**src/rtl/sdr_rd_pkg.sv**
```systemverilog
`timescale 1ns/1ps
package sdr_rd_pkg;
  localparam int COL_W  = 4;
  localparam int BANK_W = 1;
  localparam int NBANK  = 1 << BANK_W;
  localparam int NCOL   = 1 << COL_W;

  typedef logic [COL_W-1:0]  col_t;
  typedef logic [BANK_W-1:0] bank_t;

  // one word request travelling toward the pins
  typedef struct packed {
    logic  vld;
    bank_t bank;
    col_t  col;
  } slot_t;

  // low column bits that count inside a burst block; full page counts all
  function automatic col_t wrap_mask(input logic [2:0] code);
    if (code[2]) return '1;
    return col_t'((1 << code[1:0]) - 1);
  endfunction

  function automatic col_t next_col(input col_t c, input col_t m);
    return (c & ~m) | ((c + col_t'(1)) & m);
  endfunction
endpackage

```
**src/rtl/sdr_burst_gen.sv**
```systemverilog
`timescale 1ns/1ps
module sdr_burst_gen
  import sdr_rd_pkg::*;
(
  input  logic       clk,
  input  logic       rst_n,
  input  logic       start,
  input  logic       stop,
  input  bank_t      st_bank,
  input  col_t       st_col,
  input  logic [2:0] bl_code,
  output slot_t      slot_o,
  output logic       busy_o
);
  slot_t slot_q;
  logic  run_q, full_q;
  col_t  col_q, m_q, left_q, m_new;
  bank_t bank_q;

  assign m_new = wrap_mask(bl_code);

  always_ff @(posedge clk or negedge rst_n) begin
    if (!rst_n) begin
      slot_q <= '0;
      run_q  <= 1'b0;
      full_q <= 1'b0;
      col_q  <= '0;
      m_q    <= '0;
      left_q <= '0;
      bank_q <= '0;
    end else if (start) begin
      slot_q <= '{vld: 1'b1, bank: st_bank, col: st_col};
      bank_q <= st_bank;
      m_q    <= m_new;
      col_q  <= next_col(st_col, m_new);
      left_q <= m_new;
      full_q <= bl_code[2];
      run_q  <= bl_code[2] || (m_new != '0);
    end else if (stop) begin
      slot_q.vld <= 1'b0;
      run_q      <= 1'b0;
    end else if (run_q) begin
      slot_q <= '{vld: 1'b1, bank: bank_q, col: col_q};
      col_q  <= next_col(col_q, m_q);
      left_q <= left_q - col_t'(1);
      if (!full_q && left_q == col_t'(1)) run_q <= 1'b0;
    end else begin
      slot_q.vld <= 1'b0;
    end
  end

  assign slot_o = slot_q;
  assign busy_o = run_q;
endmodule

```
**src/rtl/sdr_lat_pipe.sv**
```systemverilog
`timescale 1ns/1ps
module sdr_lat_pipe
  import sdr_rd_pkg::*;
#(
  parameter int MIN_LAT = 2,
  parameter int LSEL_W  = 1
) (
  input  logic              clk,
  input  logic              rst_n,
  input  logic [LSEL_W-1:0] lat_sel,
  input  slot_t             s_in,
  output slot_t             tap_o,
  output slot_t             pre_o
);
  localparam int MAX_LAT = MIN_LAT + (1 << LSEL_W) - 1;

  slot_t r [MAX_LAT];
  int    tap_idx, pre_idx;

  genvar i;
  generate
    for (i = 1; i < MAX_LAT; i++) begin : g_stage
      if (i == 1) begin : g_first
        always_ff @(posedge clk or negedge rst_n)
          if (!rst_n) r[i] <= '0;
          else        r[i] <= s_in;
      end else begin : g_next
        always_ff @(posedge clk or negedge rst_n)
          if (!rst_n) r[i] <= '0;
          else        r[i] <= r[i-1];
      end
    end
  endgenerate

  // stage feeding the pin register, and the stage one step behind it
  assign tap_idx = MIN_LAT - 1 + int'(lat_sel);
  assign pre_idx = tap_idx - 1;

  always_comb begin
    tap_o = '0;
    pre_o = s_in;
    for (int k = 1; k < MAX_LAT; k++) begin
      if (k == tap_idx) tap_o = r[k];
      if (k == pre_idx) pre_o = r[k];
    end
  end
endmodule

```
**src/rtl/sdr_mask_delay.sv**
```systemverilog
`timescale 1ns/1ps
module sdr_mask_delay #(
  parameter int NB       = 2,
  parameter int MASK_LAT = 2
) (
  input  logic          clk,
  input  logic          rst_n,
  input  logic [NB-1:0] m_in,
  output logic [NB-1:0] m_out
);
  logic [NB-1:0] d [MASK_LAT];

  genvar i;
  generate
    for (i = 0; i < MASK_LAT; i++) begin : g_dly
      if (i == 0) begin : g_head
        always_ff @(posedge clk or negedge rst_n)
          if (!rst_n) d[i] <= '0;
          else        d[i] <= m_in;
      end else begin : g_tail
        always_ff @(posedge clk or negedge rst_n)
          if (!rst_n) d[i] <= '0;
          else        d[i] <= d[i-1];
      end
    end
  endgenerate

  assign m_out = d[MASK_LAT-1];
endmodule

```
**src/rtl/sdr_word_store.sv**
```systemverilog
`timescale 1ns/1ps
module sdr_word_store
  import sdr_rd_pkg::*;
#(
  parameter int DW = 16
) (
  input  logic          clk,
  input  logic          wr_en,
  input  bank_t         wr_bank,
  input  col_t          wr_col,
  input  logic [DW-1:0] wr_data,
  input  bank_t         rd_bank,
  input  col_t          rd_col,
  output logic [DW-1:0] rd_word
);
  localparam int DEPTH = NBANK * NCOL;

  logic [DW-1:0] mem [DEPTH];

  always_ff @(posedge clk)
    if (wr_en) mem[{wr_bank, wr_col}] <= wr_data;

  assign rd_word = mem[{rd_bank, rd_col}];
endmodule

```
**src/rtl/sdr_read_path.sv**
```systemverilog
`timescale 1ns/1ps
module sdr_read_path
  import sdr_rd_pkg::*;
#(
  parameter int DW       = 16,
  parameter int MIN_LAT  = 2,
  parameter int LSEL_W   = 1,
  parameter int MASK_LAT = 2
) (
  input  logic              clk,
  input  logic              rst_n,
  input  logic [LSEL_W-1:0] cas_sel,
  input  logic [2:0]        bl_sel,
  input  logic [NBANK-1:0]  bank_active,
  input  logic              cmd_read,
  input  logic              cmd_stop,
  input  logic [BANK_W-1:0] rd_bank,
  input  logic [COL_W-1:0]  rd_col,
  input  logic [DW/8-1:0]   byte_mask,
  input  logic              wr_en,
  input  logic [BANK_W-1:0] wr_bank,
  input  logic [COL_W-1:0]  wr_col,
  input  logic [DW-1:0]     wr_data,
  output logic [DW-1:0]     dq_out,
  output logic [DW/8-1:0]   dq_oe,
  output logic              dq_valid,
  output logic              rd_err
);
  localparam int NB = DW / 8;

  logic          read_ok, bad_read;
  slot_t         gen_slot, tap_slot, pre_slot;
  logic          gen_busy;
  logic [NB-1:0] mask_d;
  logic [DW-1:0] word;

  logic [DW-1:0] dq_q;
  logic [NB-1:0] oe_q;
  logic          vld_q, err_q;

  assign read_ok  = cmd_read &  bank_active[rd_bank];
  assign bad_read = cmd_read & ~bank_active[rd_bank];

  sdr_burst_gen u_gen (
    .clk     (clk),
    .rst_n   (rst_n),
    .start   (read_ok),
    .stop    (cmd_stop),
    .st_bank (rd_bank),
    .st_col  (rd_col),
    .bl_code (bl_sel),
    .slot_o  (gen_slot),
    .busy_o  (gen_busy)
  );

  sdr_lat_pipe #(.MIN_LAT(MIN_LAT), .LSEL_W(LSEL_W)) u_pipe (
    .clk     (clk),
    .rst_n   (rst_n),
    .lat_sel (cas_sel),
    .s_in    (gen_slot),
    .tap_o   (tap_slot),
    .pre_o   (pre_slot)
  );

  sdr_mask_delay #(.NB(NB), .MASK_LAT(MASK_LAT)) u_mask (
    .clk   (clk),
    .rst_n (rst_n),
    .m_in  (byte_mask),
    .m_out (mask_d)
  );

  sdr_word_store #(.DW(DW)) u_store (
    .clk     (clk),
    .wr_en   (wr_en),
    .wr_bank (wr_bank),
    .wr_col  (wr_col),
    .wr_data (wr_data),
    .rd_bank (tap_slot.bank),
    .rd_col  (tap_slot.col),
    .rd_word (word)
  );

  // pin register: drive window opens with the stage ahead of the data
  always_ff @(posedge clk or negedge rst_n) begin
    if (!rst_n) begin
      dq_q  <= '0;
      oe_q  <= '0;
      vld_q <= 1'b0;
      err_q <= 1'b0;
    end else begin
      vld_q <= tap_slot.vld;
      err_q <= bad_read;
      for (int b = 0; b < NB; b++) begin
        dq_q[b*8 +: 8] <= (tap_slot.vld && !mask_d[b]) ? word[b*8 +: 8] : 8'h00;
        oe_q[b]        <= (pre_slot.vld | tap_slot.vld) & ~(tap_slot.vld & mask_d[b]);
      end
    end
  end

  assign dq_out   = dq_q;
  assign dq_oe    = oe_q;
  assign dq_valid = vld_q;
  assign rd_err   = err_q;
endmodule

```
**config.mk**
```make
export PLATFORM = sky130hd
export DESIGN_NAME = sdr_read_path
export DESIGN_NICKNAME = d
export VERILOG_FILES = /design/src/rtl/sdr_rd_pkg.sv /design/src/rtl/sdr_burst_gen.sv /design/src/rtl/sdr_lat_pipe.sv /design/src/rtl/sdr_mask_delay.sv /design/src/rtl/sdr_word_store.sv /design/src/rtl/sdr_read_path.sv
export SDC_FILE = /design/constraint.sdc
export NUM_CORES = 1
export LEC_CHECK = 0
export BUFFER_PORTS_ARGS = -buffer_cell sky130_fd_sc_hd__clkbuf_2
export CORE_ASPECT_RATIO = 0.6
export CORE_MARGIN = 10
export CORE_UTILIZATION = 55
export DETAILED_ROUTE_END_ITERATION = 6
export PLACE_DENSITY = 0.71
export SLEW_MARGIN = 40
export SYNTH_ARGS = -nofsm -noshare
export SYNTH_HDL_FRONTEND = slang
export SYNTH_SLANG_ARGS = --single-unit
```
**constraint.sdc**
```tcl
create_clock -name clk -period 2.95 [get_ports clk]
set_input_delay 0.295 -clock clk [delete_from_list [all_inputs] [get_ports clk]]
set_output_delay 0.295 -clock clk [all_outputs]
set_load 0.02 [all_outputs]
```
==> flow_summary.yaml <==
outcome:
  status: "complete, no violations"
setup_path:
  startpoint_type: "register"
  max_stage_delay_ps: 620
  crit_buf_inv: 3
  cp_common_cell: "nor4_1"
  cpLargestDelayFamily: "simple AND/OR/NAND/NOR gates"
  slowest_stage: "nor4_1"
  r2r-end: "dq_out[15]$_DFF_PN0_"
  critPathRequiredTime_ps: 3480
  reg2reg_slack_ps: 50
  worstPathMaxFanout: 43
  crit_chain: "buf_12 -> inv_1 -> buf_4 -> a211oi_1 -> a2111oi_0 -> nor4_1 -> nor4_1 -> a211o_1"
  critical_path_class: "register to register"
  worstSetupStartpoint: "u_pipe.r[1]$_DFF_PN0_"
  r2r.worst_path.cells: 8
  r2r-start: "u_pipe.r[1]$_DFF_PN0_"
  crit_arrival_ps: 3420
  end_kind: "register"
place:
  io_buffers: 58
  gp_congestion: 0.9442
  place_hpwl_mm: 49.32
  placed_area_um2: 26620
logic_synthesis:
  ys.flop_type: "edfxtp_1"
  netlist_top_cells_area: "edfxtp_1 61%, dfrtp_1 5.6%, a211oi_1 4.7%, a21oi_1 3.0%, nand2_1 2.6%"
  synthesis.nets: 1976
  yosys.cell_types.count: 73
  async_flop_share: 0.09859
  synth_top_cell_by_area: "edfxtp_1"
  synth_warnings: 0
  netlist_area_um2: 25130
  syn_area_per_cell_um2: 13.00
  ys_seq_area_frac: 0.6676
  ys_ff_latch: 568
  yosysTopAreaCellShare: 0.6119
  synth_cells: 1933
  synth_edf_count: 512
sta:
  fin_hold_ws_ps: 26.30
  final-hold-violation-count: 0
  min_period_ps: 2896
  relSlewSlack: 0.4431
  setup_viol: 0
  setup_tns_ps: 0
  clock_skew_ps: 28.06
  timing.fmax_mhz: 345.3
  fin_crit_sh: 0.9818
  rsz0062_at_grt: "false"
  finalMaxSlewViolations: 0
  tightest_slew_ps: 835.4
die:
  rows: 60
  io-pin-count: 59
  die_area_um2: 54920
  coreArea_um2: 44970
  initial_core_util: 0.5588
  die_height_um: 185.6
  die_w_um: 295.9
job:
  maxCapViolCount: 0
final_layout:
  final.fill_count: 3263
  n_antenna_cell: 0
  nNetsFinal: 2054
  drive_gt1_frac: 0.1538
  areaGrowthSynthToFinish_pct: 13.30
  stdcell_area_um2: 28470
  mostFrequentLayoutCells: "512 x edfxtp_1, 174 x nand2_1, 158 x a211oi_1"
  mostFrequentLayoutCell: "edfxtp_1"
clocking:
  clkSlewWorstSetupHoldPaths_ps: 70
  clk_latency_ps: 610
  clockRootBuffer: "clkbuf_16"
  tritoncts: "built"
  cts-htree-levels: 2
  cts_buffer_depth: 3
  clkSinkCount: 568
  post_cts_buffers: 0
  numCtsBuffers: 53
drt:
  drt-initial-drc-count: 3638
  vias: 18960
  drc_errors: 0
  routed_via_density: 7.173
  post_drt_wl_per_cell_um: 30.34
  antenna_left: 0
  wl_mm: 80.20
  first_pass_iters: 6
worst_hold_path:
  min_to: "u_gen.slot_o[1]$_DFFE_PN0P_"
  holdCritPathClass: "input port to register"
  hold_depth: 3
  min-delay-start: "rd_col[1]"
global_routing:
  grt_use_total: 0.2885
  grt_pass1_vias: 17560
  antenna_found_initial: 2
  grt_pass1_wl_mm: 117.7
  overflow: 0
  grt_max_degree: 83
pwr:
  p_leak_nw: 9.581
  ir_drop_uv: 543.9
  powerDensity_nw_per_um2: 741.1
  p_total_mw: 21.10
## cell type report
| cell class | instances | area, um^2 | share of cell area |
|---|---|---|---|
| Multi-Input combinational cell | 1184 | 7621 | 0.2677 |
| Sequential cell | 568 | 16790 | 0.5898 |
| Timing Repair Buffer | 182 | 1454 | 0.05107 |
| Clock buffer | 65 | 1411 | 0.04958 |
| Inverter | 22 | 82.58 | 0.002901 |
| Tap cell | 589 | 737.0 | 0.02589 |
| Clock inverter | 33 | 371.6 | 0.01305 |
## routing by layer
metal / track usage / routed length (um) / vias to the layer above
met5: 0 / 11 / -
met1: 0.4309 / 32040 / 9183
met3: 0.09827 / 12960 / 226
met2: 0.3880 / 32480 / 1713
met4: 0.08943 / 2709 / 2
li1: - / - / 7833
## how the worst max path moves through the flow
stage	cells past startpoint	slack (ps)	endpoint
2_1_floorplan	9	840	dq_out[3]$_DFF_PN0_
3_3_place_gp	8	260	dq_out[9]$_DFF_PN0_
3_5_place_dp	9	140	dq_out[15]$_DFF_PN0_
4_1_cts	8	200	dq_out[15]$_DFF_PN0_
5_1_grt	8	50	dq_out[15]$_DFF_PN0_
6_report	8	50	dq_out[15]$_DFF_PN0_
## metrics by stage
step	util	setup slack, ps	instances
after global routing	0.6331	45.47	2643
final	0.6331	53.59	2643
after global placement	0.5918	260.2	2538
after detailed placement	0.5919	141.3	2538
after CTS	0.6331	203.6	2643
after floorplan	-	843.8	1933
## tightest hold or removal path: cells and delay by family
kind,cells,cell delay [ps]
and+or+nand+nor,1,100
AOI/OAI and AO/OA,1,50
buffers and inverters,1,120
## Yosys cell counts (9+ instances only)
cell type    n
a22oi_1     15
o31ai_1     19
buf_1       11
inv_1       20
nor2b_1      9
dfrtp_1     56
a211oi_1   158
mux4_2      14
and2_1      24
nor2_1     117
mux2i_1     18
nor3_1      10
nand2_1    174
nand3_1     35
a2bb2oi_1   23
clkbuf_1    64
edfxtp_1   512
buf_2       75
a21oi_1    152
a311oi_1    15
a211o_1     29
o21ai_0     73
o211ai_1    39
a31oi_1     53
nand2b_1     9
o221ai_1    12
a21boi_0    27
## logic make-up after synthesis
kind of cell,count (synthesis),share of synthesized area
simple gates,417,0.07444
xor+xnor,9,0.003137
buf+inv,181,0.03242
flops,568,0.6676
mux,39,0.02286
compound gates,715,0.1975
fa+ha+maj,4,0.001992
## registers in the layout, indices dropped and copies added, names as in the netlist, named ones only
name,flops
u_store.mem,512
dq_out,16
u_pipe.r,12
u_gen.slot_o,6
u_gen.left_q,4
u_gen.m_q,4
dq_oe,2
u_mask.d,2
u_mask.m_out,2
dq_valid,1
rd_err,1
u_gen.bank_q,1
u_gen.busy_o,1
u_gen.col_q,1
## power breakdown
group | switching (mW) | internal [mW] | leakage, nW
Clock | 3.05 | 4.10 | 0.878
Sequential | 0.251 | 9.00 | 5.29
Combinational | 3.11 | 1.59 | 3.41
Total | 6.41 | 14.7 | 9.58
## timing repair
| action | CTS | global route |
|---|---|---|
| endpoints found under the hold margin | 62 | 0 |
| hold buffers | 7 | 0 |
| resized for setup | 0 | 0 |
No activity file was read; power rests on OpenSTA's default activity.
